File: config.mk
export PLATFORM = sky130hd
export DESIGN_NAME = frame_trig_seq
export DESIGN_NICKNAME = d
export VERILOG_FILES = /design/src/rtl/ftrig_pkg.sv /design/src/rtl/ftrig_edge.sv /design/src/rtl/ftrig_count.sv /design/src/rtl/frame_trig_seq.sv
export SDC_FILE = /design/constraint.sdc
export NUM_CORES = 1
export LEC_CHECK = 0
export ABC_AREA = 1
export BUFFER_PORTS_ARGS = -buffer_cell sky130_fd_sc_hd__buf_2
export CORE_UTILIZATION = 40
export CTS_CLUSTER_DIAMETER = 200
export DETAILED_ROUTE_END_ITERATION = 8
export GPL_TIMING_DRIVEN = 0
export REMOVE_ABC_BUFFERS = 1
export SLEW_MARGIN = 20
export SYNTH_ARGS = -nofsm -noshare
export SYNTH_HDL_FRONTEND = slang
export SYNTH_HIERARCHICAL = 1
export SYNTH_SLANG_ARGS = --single-unit
export TNS_END_PERCENT = 10
File: constraint.sdc
create_clock -name clk -period 2.01 [get_ports clk]
set_clock_uncertainty 0.2 [all_clocks]
set_input_delay 0 -clock clk [delete_from_list [all_inputs] [get_ports clk]]
set_output_delay 0 -clock clk [all_outputs]
set_load 0.01 [all_outputs]
File: src/rtl/ftrig_pkg.sv
package ftrig_pkg;
  typedef enum logic [1:0] {
    ST_IDLE  = 2'b00,
    ST_WSYNC = 2'b01,
    ST_WTRIG = 2'b10,
    ST_XFER  = 2'b11
  } seq_state_e;

  localparam logic [1:0] ADDR_CMD   = 2'd0;
  localparam logic [1:0] ADDR_LINES = 2'd1;
  localparam logic [1:0] ADDR_VTHR  = 2'd2;
  localparam logic [1:0] ADDR_DLY   = 2'd3;
endpackage

File: src/rtl/ftrig_edge.sv
module ftrig_edge #(
  parameter int STAGES = 2
) (
  input  logic clk,
  input  logic rst,
  input  logic pin_i,
  input  logic rising_sel_i,
  output logic edge_o
);
  // sq[0..STAGES-1] is the synchronizer chain, sq[STAGES] the edge history flop
  logic [STAGES:0] sq;

  always_ff @(posedge clk) begin
    if (rst) sq[0] <= 1'b0;
    else     sq[0] <= pin_i;
  end

  for (genvar i = 1; i <= STAGES; i++) begin : g_chain
    always_ff @(posedge clk) begin
      if (rst) sq[i] <= 1'b0;
      else     sq[i] <= sq[i-1];
    end
  end

  always_comb begin
    if (rising_sel_i) edge_o = sq[STAGES-1] & ~sq[STAGES];
    else              edge_o = ~sq[STAGES-1] & sq[STAGES];
  end

  AST_TRIG_ONE_CYCLE: assert property (@(posedge clk) disable iff (rst)
    edge_o |=> (!edge_o || !$stable(rising_sel_i)));
endmodule

File: src/rtl/ftrig_count.sv
module ftrig_count #(
  parameter int W = 16
) (
  input  logic         clk,
  input  logic         rst,
  input  logic         clr_i,
  input  logic         step_i,
  input  logic [W-1:0] target_i,
  output logic         hit_o
);
  logic [W-1:0] count_q;
  logic [W:0]   count_nxt;

  assign count_nxt = {1'b0, count_q} + {{W{1'b0}}, 1'b1};
  assign hit_o     = step_i && !clr_i && (count_nxt == {1'b0, target_i});

  always_ff @(posedge clk) begin
    if (rst || clr_i) count_q <= '0;
    else if (step_i)  count_q <= count_nxt[W-1:0];
  end
endmodule

File: src/rtl/frame_trig_seq.sv
module frame_trig_seq
  import ftrig_pkg::*;
#(
  parameter int LINE_W      = 16,
  parameter int SYNC_STAGES = 2
) (
  input  logic              clk,
  input  logic              rst,
  input  logic              wr_en,
  input  logic [1:0]        wr_addr,
  input  logic [LINE_W-1:0] wr_data,
  input  logic              trig_rising,
  input  logic              frame_sync,
  input  logic              line_act,
  input  logic              trig_pin,
  output logic [2:0]        state_code,
  output logic              ev_fsync,
  output logic              ev_trig,
  output logic              ev_over,
  output logic              ev_fsync_dly
);
  localparam logic [LINE_W-1:0] ZERO = '0;

  seq_state_e        state_q;
  logic              done_q;
  logic              need_trig_q;
  logic [LINE_W-1:0] lines_q, vthr_q, dly_q;
  logic              vs_q, hs_q;
  logic              vs_rise, hs_rise;
  logic              cmd_wr;
  logic              trig_edge;
  logic              xfer_hit, virt_hit_raw, dly_hit;
  logic              line_done, trig_go;
  logic              dly_pend_q;

  assign cmd_wr  = wr_en && (wr_addr == ADDR_CMD);
  assign vs_rise = frame_sync & ~vs_q;
  assign hs_rise = line_act & ~hs_q;

  // configuration registers
  always_ff @(posedge clk) begin
    if (rst) begin
      lines_q <= '0;
      vthr_q  <= '0;
      dly_q   <= '0;
    end else if (wr_en) begin
      case (wr_addr)
        ADDR_LINES: lines_q <= wr_data;
        ADDR_VTHR:  vthr_q  <= wr_data;
        ADDR_DLY:   dly_q   <= wr_data;
        default:    ;
      endcase
    end
  end

  always_ff @(posedge clk) begin
    if (rst) begin
      vs_q <= 1'b0;
      hs_q <= 1'b0;
    end else begin
      vs_q <= frame_sync;
      hs_q <= line_act;
    end
  end

  ftrig_edge #(.STAGES(SYNC_STAGES)) i_edge (
    .clk          (clk),
    .rst          (rst),
    .pin_i        (trig_pin),
    .rising_sel_i (trig_rising),
    .edge_o       (trig_edge)
  );

  ftrig_count #(.W(LINE_W)) i_xfer_cnt (
    .clk (clk), .rst (rst),
    .clr_i (state_q != ST_XFER), .step_i (hs_rise),
    .target_i (lines_q), .hit_o (xfer_hit)
  );

  ftrig_count #(.W(LINE_W)) i_virt_cnt (
    .clk (clk), .rst (rst),
    .clr_i (state_q != ST_WTRIG), .step_i (hs_rise),
    .target_i (vthr_q), .hit_o (virt_hit_raw)
  );

  ftrig_count #(.W(LINE_W)) i_dly_cnt (
    .clk (clk), .rst (rst),
    .clr_i (vs_rise || !dly_pend_q), .step_i (hs_rise),
    .target_i (dly_q), .hit_o (dly_hit)
  );

  assign line_done = (lines_q == ZERO) ? vs_rise : xfer_hit;
  assign trig_go   = trig_edge || (virt_hit_raw && (vthr_q != ZERO));

  // sequencer
  always_ff @(posedge clk) begin
    if (rst) begin
      state_q     <= ST_IDLE;
      done_q      <= 1'b0;
      need_trig_q <= 1'b0;
      ev_over     <= 1'b0;
    end else begin
      ev_over <= 1'b0;
      if (cmd_wr) begin
        done_q      <= 1'b0;
        need_trig_q <= wr_data[1];
        state_q     <= wr_data[0] ? ST_WSYNC : ST_IDLE;
      end else begin
        case (state_q)
          ST_WSYNC: if (vs_rise) state_q <= need_trig_q ? ST_WTRIG : ST_XFER;
          ST_WTRIG: if (trig_go) state_q <= ST_XFER;
          ST_XFER: if (line_done) begin
            state_q <= ST_IDLE;
            done_q  <= 1'b1;
            ev_over <= 1'b1;
          end
          default: ;
        endcase
      end
    end
  end

  // event outputs
  always_ff @(posedge clk) begin
    if (rst) begin
      ev_fsync     <= 1'b0;
      ev_trig      <= 1'b0;
      ev_fsync_dly <= 1'b0;
      dly_pend_q   <= 1'b0;
    end else begin
      ev_fsync     <= vs_rise;
      ev_trig      <= trig_edge;
      ev_fsync_dly <= 1'b0;
      if (vs_rise) begin
        ev_fsync_dly <= (dly_q == ZERO);
        dly_pend_q   <= (dly_q != ZERO);
      end else if (dly_pend_q && dly_hit) begin
        ev_fsync_dly <= 1'b1;
        dly_pend_q   <= 1'b0;
      end
    end
  end

  assign state_code = {done_q, state_q};

  AST_WSYNC_HOLD: assert property (@(posedge clk) disable iff (rst)
    (state_q == ST_WSYNC && !vs_rise && !cmd_wr) |=> (state_q == ST_WSYNC));
  AST_OVER_SINGLE: assert property (@(posedge clk) disable iff (rst)
    ev_over |=> !ev_over);
  AST_OVER_DONE: assert property (@(posedge clk) disable iff (rst)
    ev_over |-> (done_q && state_q == ST_IDLE));
  AST_DONE_STICKY: assert property (@(posedge clk) disable iff (rst)
    (done_q && !cmd_wr) |=> done_q);
  AST_FSYNC_SINGLE: assert property (@(posedge clk) disable iff (rst)
    ev_fsync |=> !ev_fsync);
endmodule

# Yosys cells after proc, flatten, opt, wreduce, memory -nomap -nowiden
# Cells that the tools add are included.
[totals]
register_bits = 110
latch_bits = 0
ramBits = 0
mem_bits_ro = 0
inputBits = 25
elab_cells = 91
memories = 0
[op_classes]
add_sub_neg = 3
mul = 0
div_mod_pow = 0
magnitude_cmp = 0
n_eq_ne = 14
shifts = 0
muxes = 14
bitwise = 9
reduce_logical = 32
[op_table]
columns = ["operator", "count"]
rows = [
  ["$add 16x1->17 const B", 3],
  ["$eq 17x16->1", 3],
  ["$logic_not 16->1", 2],
  ["$reduce_bool 16->1", 2],
  ["$logic_and 1x1->1", 9],
  ["$mux 1", 9],
  ["$ne 3x3->1 const B", 3],
  ["$eq 2x2->1 const B", 4],
  ["$mux 2", 4],
  ["$reduce_and 2->1", 4],
  ["$pmux 2 s3", 1],
  ["$logic_or 1x1->1", 5],
  ["$not 1->1", 5],
  ["$and 1x1->1", 4],
  ["$eq 2x1->1 const B", 2],
  ["$logic_not 1->1", 4],
  ["$ne 2x2->1 const B", 2],
  ["$reduce_and 4->1", 1],
  ["$reduce_bool 4->1", 1],
  ["$reduce_or 3->1", 1],
  ["$logic_not 2->1", 1],
  ["$reduce_bool 2->1", 1],
  ["$reduce_or 2->1", 1],
]

# Depth between registers and ports, before layout
# Gate-level depths: netlist of run 1.
[logic_depth]
depth_word = 9
depth_mapped = 20
mapped_depth_nobuf = 20

# By module
# The synthesis of run 1 kept the hierarchy.
[by_module_without_submodules]
columns = ["module", "n_inst", "cells_each", "area_per_inst_um2"]
rows = [
  ["ftrig_count", 3, 243, 1465.2],
  ["frame_trig_seq", 1, 311, 2324.7],
  ["ftrig_edge", 1, 14, 103.8],
]

# Worst setup path after synthesis of run 1
# No wires, ideal clock.
[synth_timing]
path_type = "register -> register"
startpoint = "register i_virt_cnt.count_q[0]"
endpoint = "register state_q[1]"
setup_ps = 115
arrival_ps = 1861
required_ps = 1695
setup_slack_ps = -166
path_stages_with_launch = 19
synth_period_minus_slack_ps = 2176
path_cell_list = "dfxtp_1 -> ha_1 -> nand2_1 -> nor2_4 -> nand3_4 -> nor2_4 -> nand2_2 -> nand2_1 -> nand2_1 -> nand2_1 -> nand3_1 -> nor2_2 -> nand2_1 -> nand2_1 -> nand2_1 -> nand2_1 -> nand3_2 -> nand2_1 -> nor2_1"
[synth_between]
elab_chain_len = 7
[synth_rtl]
columns = ["item", "line_no", "text"]
rows = [
  ["start, declared", "ftrig_count.sv:11", "logic [W-1:0] count_q;"],
  ["start signal, assigned", "ftrig_count.sv:19", "else if (step_i) count_q <= count_nxt[W-1:0];"],
  ["$add 16x1->17", "ftrig_count.sv:14", "assign count_nxt = {1'b0, count_q} + {{W{1'b0}}, 1'b1};"],
  ["$eq 17x16->1", "ftrig_count.sv:15", "assign hit_o = step_i && !clr_i && (count_nxt == {1'b0, target_i});"],
  ["$logic_and 1x1->1", "ftrig_count.sv:15", ""],
  ["via virt_hit_raw", "frame_trig_seq.sv:32", "logic xfer_hit, virt_hit_raw, dly_hit;"],
  ["$logic_and 1x1->1", "frame_trig_seq.sv:93", "assign trig_go = trig_edge || (virt_hit_raw && (vthr_q != ZERO));"],
  ["$logic_or 1x1->1", "frame_trig_seq.sv:93", ""],
  ["$ne 3x3->1 (no source line)", "n/a", ""],
  ["$reduce_and 4->1 (no source line)", "n/a", ""],
  ["end signal, assigned", "frame_trig_seq.sv:107", "state_q <= wr_data[0] ? ST_WSYNC : ST_IDLE;"],
  ["end signal, assigned", "frame_trig_seq.sv:110", "ST_WSYNC: if (vs_rise) state_q <= need_trig_q ? ST_WTRIG : ST_XFER;"],
  ["end, declared", "frame_trig_seq.sv:24", "seq_state_e state_q;"],
]
# The timed path passes the listed nets, and every way through them passes these cells.
# A chain may end at the register's enable or synchronous reset.

# Final worst setup path of run 1
[layout_timing]
startpoint = "register i_xfer_cnt.count_q[0]"
endpoint = "register state_q[1]"
[layout_between]
elab_chain_len = 6
[layout_rtl]
columns = ["item", "line_no", "text"]
rows = [
  ["start, declared", "ftrig_count.sv:11", ""],
  ["start signal, assigned", "ftrig_count.sv:19", ""],
  ["$add 16x1->17", "ftrig_count.sv:14", ""],
  ["$eq 17x16->1", "ftrig_count.sv:15", ""],
  ["$logic_and 1x1->1", "ftrig_count.sv:15", ""],
  ["via xfer_hit", "frame_trig_seq.sv:32", ""],
  ["$mux 1", "frame_trig_seq.sv:92", "assign line_done = (lines_q == ZERO) ? vs_rise : xfer_hit;"],
  ["$ne 3x3->1 (no source line)", "n/a", ""],
  ["$reduce_and 4->1 (no source line)", "n/a", ""],
]
# The timed path passes the listed nets, and every way through them passes these cells.

==> impl_results.md, run 1 <==
- Pint: 3.40 mW
- Worst R2R Start: i_xfer_cnt/count_q[0]
- Main area contributors after synthesis: dfxtp_1 32%, nand2_1 12%, inv_1 9.8%
- Top-area cell type share of the netlist area: 0.323
- Number of global-route vias before repair: 5756
- Hold Crit Class: in -> reg
- Die Height: 133 µm
- Number of nets in the layout: 1161
- Vias per cell: 4.88
- Failing checks: setup timing
- CTS buffer count: 9
- Tot GR Track Use: 0.205
- Post-Synth XOR/XNOR Area: 0.0358
- WP buf/inv: 1
- CP Max Fanout: 3
- YS warnings: 6
- Via count: 6633
- Global-route wire length before repair: 28600 µm
- WHS Endpoint: i_virt_cnt/count_q[2]
- Largest family of logic cells by synthesized area: simple AND/OR/NAND/NOR gates
- P_sw: 1.34 mW
- Largest net degree at the start of global routing: 53
- Non-Filler Instances: 1358
- Core Region: 0.0166 mm²
- Fin crit period: 2.33 ns
- Period utilization: 1.16
- Reg2reg setup slack: -0.32 ns
- CTS tree: yes
- Netlist cell types: 36
- WHS: 0.0470 ns
- Slew HR: 0.470
- CTS Root Cell: clkbuf_16
- Slowest-stage cell, CP: dfxtp_4
- Initial core utilization: 0.410
- Maxcap violations: 0
- Hold Violations, Final: 0
- Pre-antenna DRT Iters: 6
- Seq pwr share: 0.498
- N_diodes: 0
- Total design power: 4.74 mW
- Placed wire-length estimate: 12700 µm
- Mux share of post-synthesis cell area: 0
- Ratio of cells with drive above 1 in the final layout: 0.182
- Worst Max-Slew Pin Slew: 0.792 ns
- Max stage delay on crit path: 0.37 ns
- DIE AREA: 0.0176 mm²
- Residual DRC: 0
- FF+latch count, synth: 110
- Pre-CTS WS: -0.719 ns
- FP Rows: 47
- H-tree lvl count: 3
- Pwr/cell area: 571 mW/mm²
- Slack of the critical path: -0.317 ns
- Worst R2R Path Depth: 15
- Syn Inst Count: 1054
- Clock share of power: 0.362
- Crit path max-delay family: simple AND/OR/NAND/NOR gates
- I/O pins: 32
- Crit start category: flop
- Adder-Cell Fraction of Synth Area: 0.00550
- LEAKAGE: 3.80 nW
- Clock latency on the worst-skew pair: 0.36 ns
- GRT Residual Overflow: 0
- Post-detailed-route count of antenna-violating nets: 0
- Most numerous cell in the Yosys netlist: nand2_1
- Outcome: finished, violations left
- Register area share after synthesis: 0.323
- Simple-gate share of the synthesized area: 0.375
- Post-synthesis compound-gate area fraction: 0.137
- Placed Cells: 1280
- Die W: 133 µm
- CP Capture Type: flop
- Avg WL per Cell: 13.4 µm
- Input/output buffers: 31
- WP data arrival: 2.39 ns
- Primary FF master, synth: dfxtp_1
- Hold depth: 4
- VDD IR-drop max: 0.000417 V
- Req. time, crit path: 2.08 ns
- RSZ-0062 raised after global routing: true
- Fmax: 430 MHz
- R2R Path End: state_q[1]
- Synth area leader: dfxtp_1
- Sw Ratio: 0.282
- Post-synth EDFFs: 0
- Worst-path cell chain: ha_4 -> nand3_1 -> nor2_2 -> buf_4 -> nand3_1 -> xnor3_1 -> nand3_2 -> nor2_4 -> nand2_2 -> nand3_4 -> nand2_2 -> nand2_2 -> nand3_2 -> nand2_1 -> nor2_1
- Post-Syn Area: 0.00682 mm²
- Layout area overhead: 21.5%
- Num Clock Sinks: 110
- Gpl congestion: 0.845
- Final Max Slew Viols: 0
- Iteration-0 DRC Markers: 363
- Ys async rst share: 0
- Setup CP Type: reg -> reg
- Final setup viols: 11
- Commonest cells in the netlist: 216 x nand2_1, 179 x inv_1, 111 x nand3_1
- Clk buf depth: 2
- Final Util: 0.498
- Hold Path Origin: rst
- Post-Syn Area per Cell: 6.47 µm²
- Initial antenna violation count: 0
- Wirelength, routed: 18200 µm
- Combinational share of power: 0.140
- CP dominant cell by count: nand2_2
- Clk pin slew, worst setup/hold paths: 0.08 ns
## through the flow
stage / instance area [µm²] / setup TNS, ns
2_1_floorplan: 6700 / -74.50
3_3_place_gp: 7130 / -164.14
3_5_place_dp: 7190 / -7.49
4_1_cts: 8010 / -5.18
5_1_grt: 8290 / -4.89
6_report: 8290 / -2.25
## sequential cells by signal, summed over array words and instances (netlist names), 2 cells and up
signal / cells
i_edge/sq: 3
lines_q: 16
dly_q: 16
vthr_q: 16
state_q: 2
i_dly_cnt/count_q: 16
i_virt_cnt/count_q: 16
i_xfer_cnt/count_q: 16
## power by group through the flow
stage	registers, mW	logic (mW)	clock network, mW
after floorplan	2.38	0.379	0
after global placement	2.41	0.529	0
after detailed placement	2.41	0.544	0
after CTS	2.35	0.630	1.77
after global routing	2.37	0.738	1.84
final	2.36	0.663	1.72
## cells in the final DEF (no fill, tap or decap), drive strengths merged, types with 4 or more instances in the layout
cell type | synthesis | final
nand2 | 240 | 240
dfxtp | 110 | 110
dlygate4sd3 | 0 | 34
nor2 | 127 | 127
nand3b | 18 | 18
nor3 | 6 | 6
clkinv | 6 | 8
buf | 8 | 59
inv | 186 | 189
nand3 | 119 | 119
o21ai | 81 | 81
o211ai | 18 | 18
a21oi | 73 | 73
nor4 | 4 | 4
xor2 | 9 | 9
nand4 | 10 | 10
clkbuf | 19 | 12
## worst max-delay path by stage
| stage | from | endpoint | slack, ns | depth (start not counted) |
|---|---|---|---|---|
| 6_report | i_xfer_cnt/count_q[0] | state_q[1] | -0.32 | 15 |
| 5_1_grt | i_xfer_cnt/count_q[0] | state_q[1] | -0.43 | 18 |
| 4_1_cts | i_xfer_cnt/count_q[0] | state_q[1] | -0.33 | 18 |
| 3_5_place_dp | hs_q | state_q[1] | -0.72 | 19 |
| 3_3_place_gp | hs_q | i_xfer_cnt/count_q[14] | -3.93 | 4 |
| 2_1_floorplan | hs_q | state_q[1] | -1.89 | 18 |
## routing by layer
layer | wire length [µm] | global-route usage | vias up
met5 | 0 | 0 | -
met4 | 215 | 0.0524 | 0
met3 | 491 | 0.0368 | 13
met2 | 8670 | 0.342 | 83
met1 | 8780 | 0.273 | 3018
li1 | - | - | 3519
## cell families after synthesis
group | after synthesis
AO/OA/AOI/OAI | 176
adder cells (fa/ha/maj) | 3
flip-flops | 110
AND/OR/NAND/NOR | 528
buffers and inverters | 219
XOR/XNOR | 18
## layout make-up
class	count	area, µm²
fill	1679	8350
multi-input combinational	725	3980
sequential	110	2230
timing repair buffer	95	816
inverter	192	726
tap	220	275
clock buffer	11	233
clock inverter	5	32.5
## repair_timing
action,in CTS,in global routing
hold buffers,34,0
setup endpoints to repair,29,42
pin swaps,15,35
hold endpoints to repair,62,0
gates resized for setup,29,48
buffers inserted,13,13
cloned,1,1
## worst register-to-register path: stages (launching register included)
cell,delay (ns)
dfxtp_4,0.37
ha_4,0.16
nand3_1,0.13
nor2_2,0.18
buf_4,0.13
nand3_1,0.12
xnor3_1,0.25
nand3_2,0.09
nor2_4,0.15
nand2_2,0.10
nand3_4,0.08
nand2_2,0.05
nand2_2,0.06
nand3_2,0.05
nand2_1,0.05
nor2_1,0.04
Note: power is estimated with default switching activity, not from simulation.
==> run 2: changes to the inputs <==
--- a/config.mk
+++ b/config.mk
@@ -12,6 +12,7 @@
 export DETAILED_ROUTE_END_ITERATION = 8
 export GPL_TIMING_DRIVEN = 0
 export REMOVE_ABC_BUFFERS = 1
+export SKIP_LAST_GASP = 1
 export SLEW_MARGIN = 20
 export SYNTH_ARGS = -nofsm -noshare
 export SYNTH_HDL_FRONTEND = slang
==> impl_results.md, run 2 (same netlist as run 1, synthesis figures left out) <==
- Total negative slack: -2.19 ns (+0.0654 ns)
- Final setup viols: 11 (unchanged)
- CTS tree: yes
- Number of nets in the layout: 1164 (+0.26%)
- Die W: 133 µm (unchanged)
- FP Rows: 47 (unchanged)
- Avg WL per Cell: 13.4 µm (about the same)
- WP data arrival: 2.39 ns (about the same)
- Clock latency on the worst-skew pair: 0.36 ns (about the same)
- Gpl congestion: 0.845 (unchanged)
- VDD IR-drop max: 0.000418 V (+0.15%)
- Clk buf depth: 2 (unchanged)
- Initial antenna violation count: 0 (unchanged)
- Clk pin slew, worst setup/hold paths: 0.08 ns (about the same)
- Placed wire-length estimate: 12700 µm (unchanged)
- Wirelength, routed: 18200 µm (+0.26%)
- Final Max Slew Viols: 0 (unchanged)
- Largest net degree at the start of global routing: 53 (unchanged)
- Input/output buffers: 31 (unchanged)
- Period utilization: 1.16 (about the same)
- DIE AREA: 0.0176 mm² (unchanged)
- Slowest-stage cell, CP: dfxtp_4
- Core Region: 0.0166 mm² (unchanged)
- Iteration-0 DRC Markers: 358 (-1.4%)
- Fmax: 430 MHz (about the same)
- Worst R2R Path Depth: 15 (unchanged)
- WP buf/inv: 1 (unchanged)
- P_sw: 1.34 mW (+0.27%)
- CTS Root Cell: clkbuf_16
- Clock share of power: 0.362 (about the same)
- Setup CP Type: reg -> reg
- Fin crit period: 2.33 ns (-0.00196 ns)
- Hold depth: 4 (unchanged)
- Initial core utilization: 0.410 (unchanged)
- Tot GR Track Use: 0.204 (-0.000822)
- Failing checks: setup timing
- Pint: 3.40 mW (about the same)
- Layout area overhead: 22.1%
- Hold Path Origin: rst
- Outcome: finished, violations left
- Die Height: 133 µm (unchanged)
- GRT Residual Overflow: 0 (unchanged)
- Post-route cell area: 0.00833 mm² (+0.48%)
- Seq pwr share: 0.497 (about the same)
- Maxcap violations: 0 (unchanged)
- Slack of the critical path: -0.315 ns (+0.00196 ns)
- I/O pins: 32 (unchanged)
- Residual DRC: 0 (unchanged)
- RSZ-0062 raised after global routing: true
- Reg area: 0.00224 mm² (+0.22%)
- CP Capture Type: flop
- CP dominant cell by count: nand2_2
- Req. time, crit path: 2.07 ns (about the same)
- Via count: 6651 (+0.27%)
- LEAKAGE: 3.82 nW (+0.66%)
- Area of the multi-input gates: 0.00399 mm² (+0.38%)
- Num Clock Sinks: 110 (unchanged)
- Vias per cell: 4.89 (about the same)
- Ratio of cells with drive above 1 in the final layout: 0.190 (+0.00829)
- Worst R2R Start: i_xfer_cnt/count_q[0]
- Placed instance area: 0.00719 mm² (unchanged)
- Slew HR: 0.471 (+0.000691)
- Sw Ratio: 0.283 (+0.000385)
- Post-detailed-route count of antenna-violating nets: 0 (unchanged)
- Max stage delay on crit path: 0.37 ns (about the same)
- Hold Violations, Final: 0 (unchanged)
- Worst-path cell chain: ha_4 -> nand3_1 -> nor2_2 -> buf_4 -> nand3_1 -> xnor3_1 -> nand3_2 -> nor2_4 -> nand2_2 -> nand3_4 -> nand2_2 -> nand2_2 -> nand3_2 -> nand2_1 -> nor2_1
- N_diodes: 0 (unchanged)
- Worst Max-Slew Pin Slew: 0.791 ns (-0.00103 ns)
- Fillers: 1678 (-0.060%)
- CP Launch Point: i_xfer_cnt/count_q[0]
- Pwr/cell area: 569 mW/mm² (-0.35%)
- Number of global-route vias before repair: 5737 (-0.33%)
- Crit path max-delay family: simple AND/OR/NAND/NOR gates
- Stages on the worst setup path: 15 (unchanged)
- Hold Crit Class: in -> reg
- CP Max Fanout: 3 (unchanged)
- Crit start category: flop
- H-tree lvl count: 3 (unchanged)
- Global-route wire length before repair: 28500 µm (-0.39%)
- CTS buffer count: 9 (unchanged)
- Combinational share of power: 0.141 (about the same)
- Most common cell after layout, fill and taps aside: nand2_1
- Most frequent cells in the layout: 200 x nand2_1, 176 x inv_1, 103 x nand3_1
- Pre-antenna DRT Iters: 5 (-1)
[run 2: worst paths after layout]
kind / end / slack [ns]
setup / recovery: state_q[1] / -0.32
hold / removal: i_virt_cnt/count_q[2] / 0.04
setup reg to reg: state_q[1] / -0.32
hold reg to reg: i_edge/sq[1] / 0.21
[run 2: through the flow]
step,total power [mW],setup WS (ns),hold WS (ns),cells,util
after CTS,4.75,-0.326,0.0230,1343,0.480
after detailed placement,2.95,-0.719,0.00901,1280,0.432
after global placement,2.93,-3.93,0.0104,1278,0.429
final,4.74,-0.315,0.0443,1361,0.501
after global routing,4.95,-0.425,0.0719,1361,0.501
after floorplan,2.75,-1.89,-0.131,1027,-
[run 2: power groups by stage]
stage / registers (mW) / clock network (mW) / logic, mW
3_3_place_gp: 2.41 / 0 / 0.529
5_1_grt: 2.37 / 1.84 / 0.744
4_1_cts: 2.35 / 1.77 / 0.626
6_report: 2.36 / 1.72 / 0.670
2_1_floorplan: 2.38 / 0 / 0.379
3_5_place_dp: 2.41 / 0 / 0.544
[run 2: timing repair]
action	in CTS	in global routing
endpoints found under the setup margin	29	42
gates resized for setup	27	58
pin swaps	15	46
hold buffers	33	0
hold endpoints to repair	62	0
gates cloned	1	1
setup buffers	13	17
[run 2: tightest hold or removal path, cell delays in order]
cell and delay [ns]:
buf_2 0.24, nor2_2 0.18, o21ai_0 0.10, a21oi_1 0.04
[run 2: cell type report]
type	count	share of cell area
Multi-Input combinational cell	725	0.479
Timing Repair Buffer	98	0.100
Inverter	192	0.0871
Clock buffer	11	0.0279
Clock inverter	5	0.00390
Sequential cell	110	0.269
Tap cell	220	0.0330
[run 2: metal layers]
metal,global-route usage,vias up,part of all wire
li1,-,3525,-
met3,0.0368,13,0.026
met2,0.339,82,0.48
met4,0.0524,0,0.011
met5,0,-,0
met1,0.272,3031,0.48
==> run 3: changes to the inputs <==
==> constraint.sdc (replaced) <==
create_clock -name clk -period 2.01 [get_ports clk]
set_clock_uncertainty 0.2 [all_clocks]
set_input_delay 0.201 -clock clk [delete_from_list [all_inputs] [get_ports clk]]
set_output_delay 0.201 -clock clk [all_outputs]
set_load 0.01 [all_outputs]
==> impl_results.md, run 3 (same netlist as run 1, synthesis figures left out) <==
- Top sig layer: met4
- VDD IR-drop max: 0.000414 V (-0.95%)
- Clk buf depth: 2 (unchanged)
- N_diodes: 0 (unchanged)
- Global-route wire length before repair: 28200 µm (-1.0%)
- Clock latency on the worst-skew pair: 0.36 ns (about the same)
- Total negative slack: -3.02 ns (-0.838 ns)
- Outcome: finished, violations left
- Worst Max-Slew Pin Slew: 1.00 ns (+0.209 ns)
- Worst-path cell chain: ha_4 -> nand3_1 -> nor2_2 -> buf_4 -> nand3_1 -> xnor3_1 -> nand3_2 -> nor2_4 -> nand2_2 -> nand3_4 -> nand2_2 -> nand2_2 -> nand3_2 -> nand2_1 -> nor2_1
- CP dominant cell by count: nand2_2
- Non-Filler Instances: 1351 (-0.73%)
- Initial antenna violation count: 0 (unchanged)
- Fillers: 1675 (-0.18%)
- CTS Root Cell: clkbuf_16
- FP Rows: 47 (unchanged)
- Worst R2R Start: i_xfer_cnt/count_q[0]
- Gpl congestion: 0.845 (unchanged)
- Pwr/cell area: 573 mW/mm² (+0.66%)
- CTS tree: yes
- Largest net degree at the start of global routing: 53 (unchanged)
- WP data arrival: 2.39 ns (about the same)
- GRT Residual Overflow: 0 (unchanged)
- Pre-antenna DRT Iters: 5 (unchanged)
- Setup CP Type: reg -> reg
- Most frequent cells in the layout: 201 x nand2_1, 176 x inv_1, 104 x nand3_1
- CP Capture Type: flop
- WL met3: 457 µm (-3.6%)
- Iteration-0 DRC Markers: 355 (-0.84%)
- Clk pin slew, worst setup/hold paths: 0.08 ns (about the same)
- Max stage delay on crit path: 0.37 ns (about the same)
- Crit path max-delay family: simple AND/OR/NAND/NOR gates
- Routed wl met2: 8560 µm (-1.9%)
- Fmax: 429 MHz (-0.24%)
- Final Max Slew Viols: 0 (unchanged)
- RSZ-0062 raised after global routing: true
- Number of nets in the layout: 1154 (-0.86%)
- Core Region: 0.0166 mm² (unchanged)
- Initial core utilization: 0.410 (unchanged)
- Slowest-stage cell, CP: dfxtp_4
- Req. time, crit path: 2.07 ns (about the same)
- Avg WL per Cell: 13.3 µm (-0.41%)
- Period utilization: 1.16 (+0.00277)
- CP endpoint: state_q[1]
- CP Max Fanout: 3 (unchanged)
- Tot GR Track Use: 0.202 (-0.00197)
- Post-detailed-route count of antenna-violating nets: 0 (unchanged)
- WP buf/inv: 1 (unchanged)
- Maxcap violations: 0 (unchanged)
- CP Launch Point: i_xfer_cnt/count_q[0]
- I/O pins: 32 (unchanged)
- Slew HR: 0.331 (-0.140)
- Failing checks: setup timing
- Die Height: 133 µm (unchanged)
- Pre-CTS WS: -0.734 ns (-0.0146 ns)
- Length of routed wiring on met1: 8780 µm (-0.28%)
- CTS buffer count: 9 (unchanged)
- DIE AREA: 0.0176 mm² (unchanged)
- H-tree lvl count: 3 (unchanged)
- Placed Cells: 1280 (unchanged)
- Most common cell after layout, fill and taps aside: nand2_1
- Hold Violations, Final: 0 (unchanged)
- Hold Crit Class: in -> reg
- Worst R2R Path Depth: 15 (unchanged)
- Input/output buffers: 31 (unchanged)
- Slack of the critical path: -0.321 ns (-0.00558 ns)
- Reg2reg setup slack: -0.32 ns (about the same)
- Ratio of cells with drive above 1 in the final layout: 0.188 (-0.00186)
- Fin crit period: 2.33 ns (+0.00558 ns)
- Stages on the worst setup path: 15 (unchanged)
- Placed wire-length estimate: 12700 µm (unchanged)
- Die W: 133 µm (unchanged)
- Number of global-route vias before repair: 5686 (-0.89%)
- Via count: 6594 (-0.86%)
- Layout area overhead: 20.6%
- Crit start category: flop
- Num Clock Sinks: 110 (unchanged)
- Vias per cell: 4.88 (-0.12%)
- R2R Path End: state_q[1]
- Residual DRC: 0 (unchanged)
- LEAKAGE: 3.76 nW (-1.6%)
- Wirelength, routed: 18000 µm (-1.1%)
- Final setup viols: 17 (+6)
run 3: cell types whose count changed in the layout (fill, tap and decap cells not counted), sizes merged:
cell	delta
dlygate4sd3	-9
buf	-1
run 3: worst min path at each step:
| stage | startpoint | slack, ns | cells after the start | to |
|---|---|---|---|---|
| floorplan | rst | 0.07 | 1 | dly_pend_q |
| global placement | i_edge/sq[0] | 0.20 | 2 | i_edge/sq[1] |
| detailed placement | i_edge/sq[0] | 0.20 | 2 | i_edge/sq[1] |
| CTS | frame_sync | 0.02 | 5 | dly_pend_q |
| global route | frame_sync | 0.05 | 5 | dly_pend_q |
| finish | frame_sync | 0.04 | 5 | dly_pend_q |
run 3: worst register-to-register path: cells and delay by family (launching register included):
family        cells  cell delay [ns]
fa+ha+maj         1             0.16
buf+inv           1             0.13
simple gates     12             1.10
flops             1             0.37
xor+xnor          1             0.25
run 3: cell type report:
type / instances / area (µm²) / share of cell area
Inverter: 192 / 726 / 0.0882
Timing Repair Buffer: 88 / 742 / 0.0902
Clock inverter: 5 / 32.5 / 0.00395
Clock buffer: 11 / 233 / 0.0283
Multi-Input combinational cell: 725 / 3980 / 0.484
Tap cell: 220 / 275 / 0.0334
Sequential cell: 110 / 2240 / 0.272
run 3: layer usage:
metal  track usage  up-vias
li1              -     3505
met2         0.336       78
met4        0.0517        0
met1         0.270     2998
met5             0        -
met3        0.0360       13
run 3: stage by stage:
step            util  power, mW  instance area, µm²  hold slack, ns
6_report       0.494       4.72                8230          0.0396
5_1_grt        0.494       4.94                8230          0.0518
4_1_cts        0.475       4.74                7900          0.0188
3_5_place_dp   0.432       2.95                7190           0.202
3_3_place_gp   0.429       2.93                7130           0.196
2_1_floorplan      -       2.75                6700          0.0701
run 3: timing repair:
item	in CTS	in global routing
pin swaps	15	43
setup endpoints to repair	29	42
gates cloned	1	1
setup buffers	13	16
hold endpoints to repair	53	0
gates resized for setup	27	55
hold buffers	24	0
run 3: report_power, final:
group | leakage, nW | switching, mW | internal (mW)
Sequential | 0.907 | 0.0967 | 2.26
Combinational | 2.72 | 0.370 | 0.284
Clock | 0.134 | 0.858 | 0.847
